===== config.mk =====
export PLATFORM = sky130hd
export DESIGN_NAME = fnc_ordering_fence
export DESIGN_NICKNAME = d
export VERILOG_FILES = /design/src/rtl/fnc_pkg.sv /design/src/rtl/fnc_addr_map.sv /design/src/rtl/fnc_out_counter.sv /design/src/rtl/fnc_switch_gate.sv /design/src/rtl/fnc_ordering_fence.sv
export SDC_FILE = /design/constraint.sdc
export NUM_CORES = 1
export LEC_CHECK = 0
export CAP_MARGIN = 0
export CORE_UTILIZATION = 23
export CTS_BUF_LIST = sky130_fd_sc_hd__clkbuf_8
export CTS_CLUSTER_DIAMETER = 40
export CTS_CLUSTER_SIZE = 40
export DETAILED_ROUTE_END_ITERATION = 8
export PLACE_DENSITY = 0.86
export REMOVE_ABC_BUFFERS = 1
export SLEW_MARGIN = 30
export SYNTH_ARGS = -nofsm -noshare
export SYNTH_HDL_FRONTEND = slang
export SYNTH_SLANG_ARGS = --single-unit

===== constraint.sdc =====
create_clock -name clk -period 2.85 [get_ports clk]
set_input_delay 0.4275 -clock clk [delete_from_list [all_inputs] [get_ports clk]]
set_output_delay 0.4275 -clock clk [all_outputs]
set_load 0.01 [all_outputs]

===== src/rtl/fnc_pkg.sv =====
package fnc_pkg;
  // Fence decision for the request currently offered
  typedef enum logic [1:0] {
    FNC_IDLE   = 2'd0,  // nothing outstanding: any target may go
    FNC_SAME   = 2'd1,  // outstanding, same target: pipeline
    FNC_SWITCH = 2'd2,  // outstanding, other target: hold
    FNC_FULL   = 2'd3   // count saturated: hold
  } fnc_gate_e;
endpackage


===== src/rtl/fnc_addr_map.sv =====
module fnc_addr_map #(
  parameter int AW      = 32,
  parameter int NUM_MAP = 3,
  parameter int TW      = $clog2(NUM_MAP + 1),
  parameter logic [NUM_MAP*AW-1:0] BASES = '0,
  parameter logic [NUM_MAP*AW-1:0] MASKS = '0
) (
  input  logic [AW-1:0] addr,
  output logic [TW-1:0] tgt
);
  logic [NUM_MAP-1:0] hit;

  generate
    for (genvar g = 0; g < NUM_MAP; g++) begin : g_ent
      assign hit[g] = ((addr & MASKS[g*AW +: AW]) == BASES[g*AW +: AW]);
    end
  endgenerate

  // lowest index wins: scan downward so the last write is the lowest hit
  always_comb begin
    tgt = TW'(NUM_MAP);
    for (int i = NUM_MAP - 1; i >= 0; i--) begin
      if (hit[i]) tgt = TW'(i);
    end
  end
endmodule


===== src/rtl/fnc_out_counter.sv =====
module fnc_out_counter #(
  parameter int MAX_OUT = 4,
  parameter int CW      = $clog2(MAX_OUT + 1)
) (
  input  logic          clk,
  input  logic          rst_n,
  input  logic          inc,
  input  logic          dec,
  output logic [CW-1:0] cnt,
  output logic          zero,
  output logic          full
);
  logic dec_ok;

  assign dec_ok = dec && (cnt != '0);   // stray acknowledge is dropped
  assign zero   = (cnt == '0);
  assign full   = (cnt == CW'(MAX_OUT));

  always_ff @(posedge clk) begin
    if (!rst_n) begin
      cnt <= '0;
    end else begin
      case ({inc, dec_ok})
        2'b10:   cnt <= cnt + 1'b1;
        2'b01:   cnt <= cnt - 1'b1;
        default: cnt <= cnt;
      endcase
    end
  end
endmodule


===== src/rtl/fnc_switch_gate.sv =====
module fnc_switch_gate
  import fnc_pkg::*;
#(
  parameter int TW = 2
) (
  input  logic          clk,
  input  logic          rst_n,
  input  logic [TW-1:0] req_tgt,
  input  logic          issue,
  input  logic          zero,
  input  logic          full,
  output logic          open,
  output logic [TW-1:0] cur_tgt
);
  fnc_gate_e state;

  always_comb begin
    if (full)                    state = FNC_FULL;
    else if (zero)               state = FNC_IDLE;
    else if (req_tgt == cur_tgt) state = FNC_SAME;
    else                         state = FNC_SWITCH;
  end

  assign open = (state == FNC_IDLE) || (state == FNC_SAME);

  // the current target only moves when the pipe is empty
  always_ff @(posedge clk) begin
    if (!rst_n) begin
      cur_tgt <= '0;
    end else if (issue && zero) begin
      cur_tgt <= req_tgt;
    end
  end
endmodule


===== src/rtl/fnc_ordering_fence.sv =====
module fnc_ordering_fence #(
  parameter int AW      = 32,
  parameter int DW      = 32,
  parameter int NUM_MAP = 3,
  parameter int MAX_OUT = 4,
  parameter logic [NUM_MAP*AW-1:0] BASES =
    {32'h0000_0000, 32'h1000_0000, 32'h1F00_0000},
  parameter logic [NUM_MAP*AW-1:0] MASKS =
    {32'hF000_0000, 32'hF000_0000, 32'hFF00_0000},
  localparam int TW = $clog2(NUM_MAP + 1),
  localparam int CW = $clog2(MAX_OUT + 1)
) (
  input  logic          clk,
  input  logic          rst_n,
  input  logic          cpu_valid,
  output logic          cpu_ready,
  input  logic [AW-1:0] cpu_addr,
  input  logic          cpu_we,
  input  logic [DW-1:0] cpu_wdata,
  output logic          net_valid,
  input  logic          net_ready,
  output logic [AW-1:0] net_addr,
  output logic          net_we,
  output logic [DW-1:0] net_wdata,
  output logic [TW-1:0] net_tgt,
  input  logic          ack_valid
);
  logic          open;
  logic          fire;
  logic          cnt_zero;
  logic          cnt_full;
  logic [CW-1:0] out_cnt;
  logic [TW-1:0] cur_tgt;

  fnc_addr_map #(
    .AW(AW), .NUM_MAP(NUM_MAP), .TW(TW), .BASES(BASES), .MASKS(MASKS)
  ) u_map (
    .addr (cpu_addr),
    .tgt  (net_tgt)
  );

  fnc_switch_gate #(.TW(TW)) u_gate (
    .clk     (clk),
    .rst_n   (rst_n),
    .req_tgt (net_tgt),
    .issue   (fire),
    .zero    (cnt_zero),
    .full    (cnt_full),
    .open    (open),
    .cur_tgt (cur_tgt)
  );

  fnc_out_counter #(.MAX_OUT(MAX_OUT), .CW(CW)) u_cnt (
    .clk   (clk),
    .rst_n (rst_n),
    .inc   (fire),
    .dec   (ack_valid),
    .cnt   (out_cnt),
    .zero  (cnt_zero),
    .full  (cnt_full)
  );

  assign net_valid = cpu_valid && open;
  assign cpu_ready = net_ready && open;
  assign fire      = cpu_valid && cpu_ready;
  assign net_addr  = cpu_addr;
  assign net_we    = cpu_we;
  assign net_wdata = cpu_wdata;
endmodule


== After elaboration in Yosys (flattened, before gate mapping) ==
Cells that the tools add are included.

* Add/sub/neg operators: 2
* Equality and inequality tests: 7
* Multiplexer cells: 7
* Reduce and logical (&&, ||, !) cells: 11

{| class="wikitable"
|+ Operators with widths
! kind !! count
|-
| zero test 32 bit || 1
|-
| two-way mux 2 bit || 5
|-
| equality test 8 x 5 -> 1 bit (second input constant) || 1
|-
| case mux 3 bit (2 select lines) || 1
|-
| logical AND 1 bit || 5
|-
| equality test 2 x 1 -> 1 bit (second input constant) || 2
|-
| equality test 4 x 1 -> 1 bit (second input constant) || 1
|-
| adder 3 x 1 -> 3 bit (second input constant) || 1
|-
| equality test 3 bit (second input constant) || 1
|-
| zero test 3 bit || 1
|-
| nonzero test 3 bit || 1
|-
| subtractor 3 x 1 -> 3 bit (second input constant) || 1
|-
| equality test 2 bit || 1
|-
| equality test 2 bit (second input constant) || 1
|-
| zero test 2 bit || 1
|-
| nonzero test 2 bit || 1
|-
| logical OR 1 bit || 1
|-
| two-way mux 1 bit || 1
|}

* Register bits: 5
* Output and inout bits: 69
* Word-level logic and storage cells: 29

== Depth between registers and ports, before layout ==
* Depth in word-level cells: 14
* Gate-level depth with buffers: 9
* Mapped depth without buffers: 9

== Cells and area by module ==
From an unflattened synthesis, not the netlist that was laid out.

* Cell total of the unflattened synthesis: 106
* Area total of the unflattened synthesis: 822.0 um^2

{| class="wikitable"
|+ By module, submodules not included
! module !! times used !! cells each !! area an instance (um^2) !! seq. area each (um^2)
|-
| fnc_ordering_fence || 1 || 68 || 506.7 || 0.0
|-
| fnc_out_counter || 1 || 21 || 182.7 || 60.1
|-
| fnc_switch_gate || 1 || 13 || 102.6 || 40.0
|-
| fnc_addr_map || 1 || 4 || 30.0 || 0.0
|}

== Worst setup path before layout ==
No wires, ideal clock.

* Path kind: input-to-reg
* Start: input cpu_addr[29]
* End: register u_cnt.cnt[2]
* Setup time: 76 ps
* Data arrival time: 2,238 ps
* Data required time: 2,774 ps
* Setup slack: 537 ps
* Stages on the path: 9
* Buffers on the path: 0
* Path through: nor3_4 nand2_2 o31ai_1 a21oi_1 ha_1 fa_1 xnor2_1 or3_1 a21boi_0

* Elaborated cells between the ends (all ways): 19

{| class="wikitable"
|+ RTL lines
! element !! RTL line !! text
|-
| start: declaration || fnc_ordering_fence.sv:17 || <nowiki>input logic [AW-1:0] cpu_addr,</nowiki>
|-
| equality test 4 x 1 -> 1 bit || fnc_addr_map.sv:15 || <nowiki>assign hit[g] = ((addr & MASKS[g*AW +: AW]) == BASES[g*AW +: AW]);</nowiki>
|-
| two-way mux 2 bit || fnc_addr_map.sv:23 || <nowiki>if (hit[i]) tgt = TW'(i);</nowiki>
|-
| two-way mux 2 bit (*) || fnc_addr_map.sv:23 ||
|-
| named net net_tgt[1] || fnc_ordering_fence.sv:25 || <nowiki>output logic [TW-1:0] net_tgt,</nowiki>
|-
| equality test 2 bit (*) || fnc_switch_gate.sv:20 || <nowiki>else if (req_tgt == cur_tgt) state = FNC_SAME;</nowiki>
|-
| two-way mux 2 bit (*) || fnc_switch_gate.sv:20 ||
|-
| two-way mux 2 bit (*) || fnc_switch_gate.sv:19 || <nowiki>else if (zero) state = FNC_IDLE;</nowiki>
|-
| two-way mux 2 bit (*) || fnc_switch_gate.sv:18 || <nowiki>if (full) state = FNC_FULL;</nowiki>
|-
| equality test 2 x 1 -> 1 bit / zero test 2 bit (equally long branches) || fnc_switch_gate.sv:24 || <nowiki>assign open = (state == FNC_IDLE) || (state == FNC_SAME);</nowiki>
|-
| logical OR 1 bit (*) || fnc_switch_gate.sv:24 ||
|-
| logical AND 1 bit (*) || fnc_ordering_fence.sv:64 || <nowiki>assign cpu_ready = net_ready && open;</nowiki>
|-
| logical AND 1 bit (*) || fnc_ordering_fence.sv:65 || <nowiki>assign fire = cpu_valid && cpu_ready;</nowiki>
|-
| equality test 2 x 1 -> 1 bit / equality test 2 bit (equally long branches) || fnc_out_counter.sv:23 || <nowiki>case ({inc, dec_ok})</nowiki>
|-
| case mux 3 bit (2 select lines) / nonzero test 2 bit (equally long branches) || - ||
|-
| end signal: assignment || fnc_out_counter.sv:24 || <nowiki>2'b10: cnt <= cnt + 1'b1;</nowiki>
|-
| end signal: assignment || fnc_out_counter.sv:25 || <nowiki>2'b01: cnt <= cnt - 1'b1;</nowiki>
|-
| end signal: assignment || fnc_out_counter.sv:26 || <nowiki>default: cnt <= cnt;</nowiki>
|-
| end: declaration || fnc_out_counter.sv:9 || <nowiki>output logic [CW-1:0] cnt,</nowiki>
|}

Mark *: on every way through the listed nets, which the timed path passes. The rest lies on a longest branch.
A chain may end at the register's enable or synchronous reset.

== Worst setup path in the final report ==
* Start: input cpu_addr[30]
* End: register u_cnt.cnt[2]

* Word-level cells in the longest chain between the ends: 14
* Elaborated cells between the ends (all ways): 19

{| class="wikitable"
|+ Ends and longest elaborated chain
! element !! RTL line
|-
| zero test 32 bit || fnc_addr_map.sv:15
|-
| two-way mux 1 bit || fnc_addr_map.sv:23
|-
| two-way mux 2 bit || fnc_addr_map.sv:23
|-
| two-way mux 2 bit (*) || fnc_addr_map.sv:23
|-
| equality test 2 bit (*) || fnc_switch_gate.sv:20
|-
| two-way mux 2 bit (*) || fnc_switch_gate.sv:20
|-
| two-way mux 2 bit (*) || fnc_switch_gate.sv:19
|-
| two-way mux 2 bit (*) || fnc_switch_gate.sv:18
|-
| equality test 2 x 1 -> 1 bit / zero test 2 bit (equally long branches) || fnc_switch_gate.sv:24
|-
| logical OR 1 bit (*) || fnc_switch_gate.sv:24
|-
| logical AND 1 bit (*) || fnc_ordering_fence.sv:64
|-
| logical AND 1 bit (*) || fnc_ordering_fence.sv:65
|-
| equality test 2 x 1 -> 1 bit / equality test 2 bit (equally long branches) || fnc_out_counter.sv:23
|-
| case mux 3 bit (2 select lines) / nonzero test 2 bit (equally long branches) || -
|}

Mark *: on every way between the ends. The rest lies on a longest branch, timed or not.

==> summary.md <==
| Metric | Value |
|---|---|
| Fin Hold WS | 0.573 ns |
| Synth area leaders | buf_4, dfxtp_1, nor3_4 |
| Die width | 63.1 um |
| Post-Synth Adder-Cell Area | 0.0379 |
| CTS tree | built |
| Max Slew Vio Count | 0 |
| Clk_skew | 0.000909 ns |
| Fin worst setup slack | 0.195 ns |
| Post-synthesis cell type count | 26 |
| DRT iter0 DRCs | 30 |
| Cell count after synthesis | 107 |
| RSZ-0062 raised after global routing | no |
| Gate power share | 0.492 |
| Most frequent cell after synthesis | buf_4 |
| Hold Vio Cnt, Final | 0 |
| FF-to-FF path depth | 8 |
| Worst r2r dst | u_cnt.cnt[2] |
| VDD IR-drop max | 0.131 mV |
| Post-route insts no fill | 120 |
| Synth Register Bits | 5 |
| Synth-to-layout area growth | -12.8% |
| Routed WL | 5.03 mm |
| Measured slew at the worst slew-check pin | 0.231 ns |
| Critical path origin | cpu_addr[30] |
| Synth Area in Compound Gates | 0.0933 |
| DR vias | 553 |
| Antenna Nets Post-Route | 0 |
| Inserted Clock Buffers | 3 |
| Internal power | 0.000321 W |
| Crit-path slowest cell | clkdlybuf4s50_1 |
| Period utilization | 0.932 |
| Setup crit end | u_cnt.cnt[2] |
| Slew HR | 0.846 |
| Crit path cell chain | clkdlybuf4s50_1 -> nor3_4 -> buf_4 -> a31oi_1 -> o31ai_1 -> a21oi_1 -> ha_1 -> fa_1 -> xnor2_1 -> or3_1 -> a21boi_0 |
| Final setup viols | 0 |
| Reg2reg setup slack | 0.53 ns |
| XOR/XNOR share of the synthesized area | 0.0306 |
| Global-route wire length before repair | 6.23 mm |
| Ratio of cells with drive above 1 in the final layout | 0.162 |
| Power density over the cells | 662 nW/um^2 |
| Clk root buf | clkbuf_8 |
| Post-Place Cells | 115 |
| Worst endpoint required time | 2.99 ns |
| Net Sw Frac | 0.352 |
| Sequential fraction of the synthesis area | 0.117 |
| Core Util, Final | 0.217 |
| Core Footprint | 3440 um^2 |
| Clk pwr share | 0.258 |
| Pleak | 0.323 nW |
| Initial antenna violation count | 0 |
| CTS H-tree lvls | 1 |
| Total congestion overflow | 0 |
| Synth area leader | buf_4 |
| Final Power | 0.000495 W |
| HP Start | u_cnt.cnt[2] |
| Crit path arrival time | 2.80 ns |
| PortBufs | 24 |
| Initial Utilization | 0.249 |
| Mux share of post-synthesis cell area | 0.0117 |
| Post-synth ARST share | 0 |
| Hpwl dp | 4.61 mm |
| Wire per inst | 41.9 um |
| Synth Cell Area | 858 um^2 |
| Sw Pwr | 0.000174 W |
| Vias in the first global route | 504 |
| Most instantiated cells after synthesis | buf_4, nand2_1, dfxtp_1, nor2_1 |
| Diode count | 0 |
| Crit-path max cell delay | 0.49 ns |
| Die footprint | 3980 um^2 |
| IO Count | 139 |
| Crit end category | register |
| Cell row count | 21 |
| GRT Util Overall | 0.252 |
| Chip height | 63.1 um |
| Clk_lat worst skew | 0.22 ns |
| # Max-Cap Violations | 0 |
| First-pass DRT Iterations | 4 |
| Via/cell ratio | 4.61 |
| Post-place setup slack | -0.0467 ns |
| Number of synthesized flops with an enable pin | 0 |
| Sequential power share | 0.250 |
| Status | complete, no violations |
| Syn avg cell area | 8.02 um^2 |
| Clk buf depth | 2 |
| CP startpoint kind | primary input |
| Synth Area in Simple Gates | 0.141 |
| Main combinational cell family by area after synthesis | buffers and inverters |
| Final Critical Period | 2.66 ns |
| Worst r2r src | u_cnt.cnt[0] |
| Global placement routability congestion | 1.03 |
| CP max FO | 3 |
| Max Clk Rate | 377 MHz |
| Clk pin slew, worst setup/hold paths | 0.03 ns |
| Post-layout net count | 147 |
| Critical path type | primary input to register |
| Largest net degree at the start of global routing | 6 |
| CTS Sinks | 5 |
| Main synth FF type | dfxtp_1 |
| # DRC | 0 |
| Hold WC Path Type | register to register |
| Yosys top cell area share | 0.569 |
| Yosys warns | 0 |
state kept, by name, indices dropped and copies added (netlist names):
register and count:
u_gate.cur_tgt 2, u_cnt.cnt 3
cells in the final DEF, fill, tap and decap left out, types with 2 or more instances in the layout:
master	n
dlymetal6s2s_1	2
buf_4	4
nor2_1	5
clkbuf_8	3
nand2_1	6
o211a_1	2
nor3_4	2
clkdlybuf4s50_1	22
nand3_1	2
dfxtp_1	5
xnor2_1	2
worst max-delay path, delay by kind of cell:
family / cells / cell delay [ns]
AO/OA/AOI/OAI: 4 / 0.46
XOR/XNOR: 1 / 0.14
adder cells (fa/ha/maj): 2 / 0.61
buffers and inverters: 2 / 0.63
AND/OR/NAND/NOR: 2 / 0.53
per-layer routing:
layer  track usage  wire (um)
met3         0.409       1640
met2         0.427       2530
met4        0.0959        126
met1        0.0934        728
met5        0.0139          0
metrics by stage:
stage	instance area, um^2	TNS (ns)
finish	748	0
global route	748	0
CTS	736	0
detailed placement	691	-0.0467
global placement	691	0
floorplan	370	0
how the worst min path moves through the flow:
stage,depth (start not counted),to
final,2,u_cnt.cnt[2]
after global routing,2,u_cnt.cnt[2]
after CTS,2,u_cnt.cnt[2]
after detailed placement,2,u_cnt.cnt[2]
after global placement,2,u_cnt.cnt[2]
after floorplan,2,u_cnt.cnt[2]
power by group through the flow:
stage	sequential, W	clock [W]	combinational [W]
2_1_floorplan	0.000117	0	0.000153
6_report	0.000124	0.000128	0.000244
3_5_place_dp	0.000124	0	0.000243
5_1_grt	0.000128	0.000135	0.000275
4_1_cts	0.000123	0.000130	0.000247
3_3_place_gp	0.000122	0	0.000243
timing repair:
item	in CTS	in global routing
resized for setup	0	2
setup buffers	0	1
endpoints found under the setup margin	0	2
hold buffers	0	0
logic make-up (layout without fill, tap and decap cells):
| group | count (synthesis) | count (layout) |
|---|---|---|
| buffers and inverters | 65 | 32 |
| AOI/OAI and AO/OA | 10 | 10 |
| and+or+nand+nor | 21 | 21 |
| DFF | 5 | 5 |
| muxes | 1 | 1 |
| xor gates and xnor gates | 3 | 3 |
| adders and majority gates | 2 | 2 |
cell type report:
type	count	area [um^2]
fill	373	2690
multi-input combinational	37	270
tap	46	57.6
clock inverter	1	3.75
clock buffer	3	41.3
sequential	5	100
timing repair buffer	28	275
Note: power is estimated with default switching activity, not from simulation.
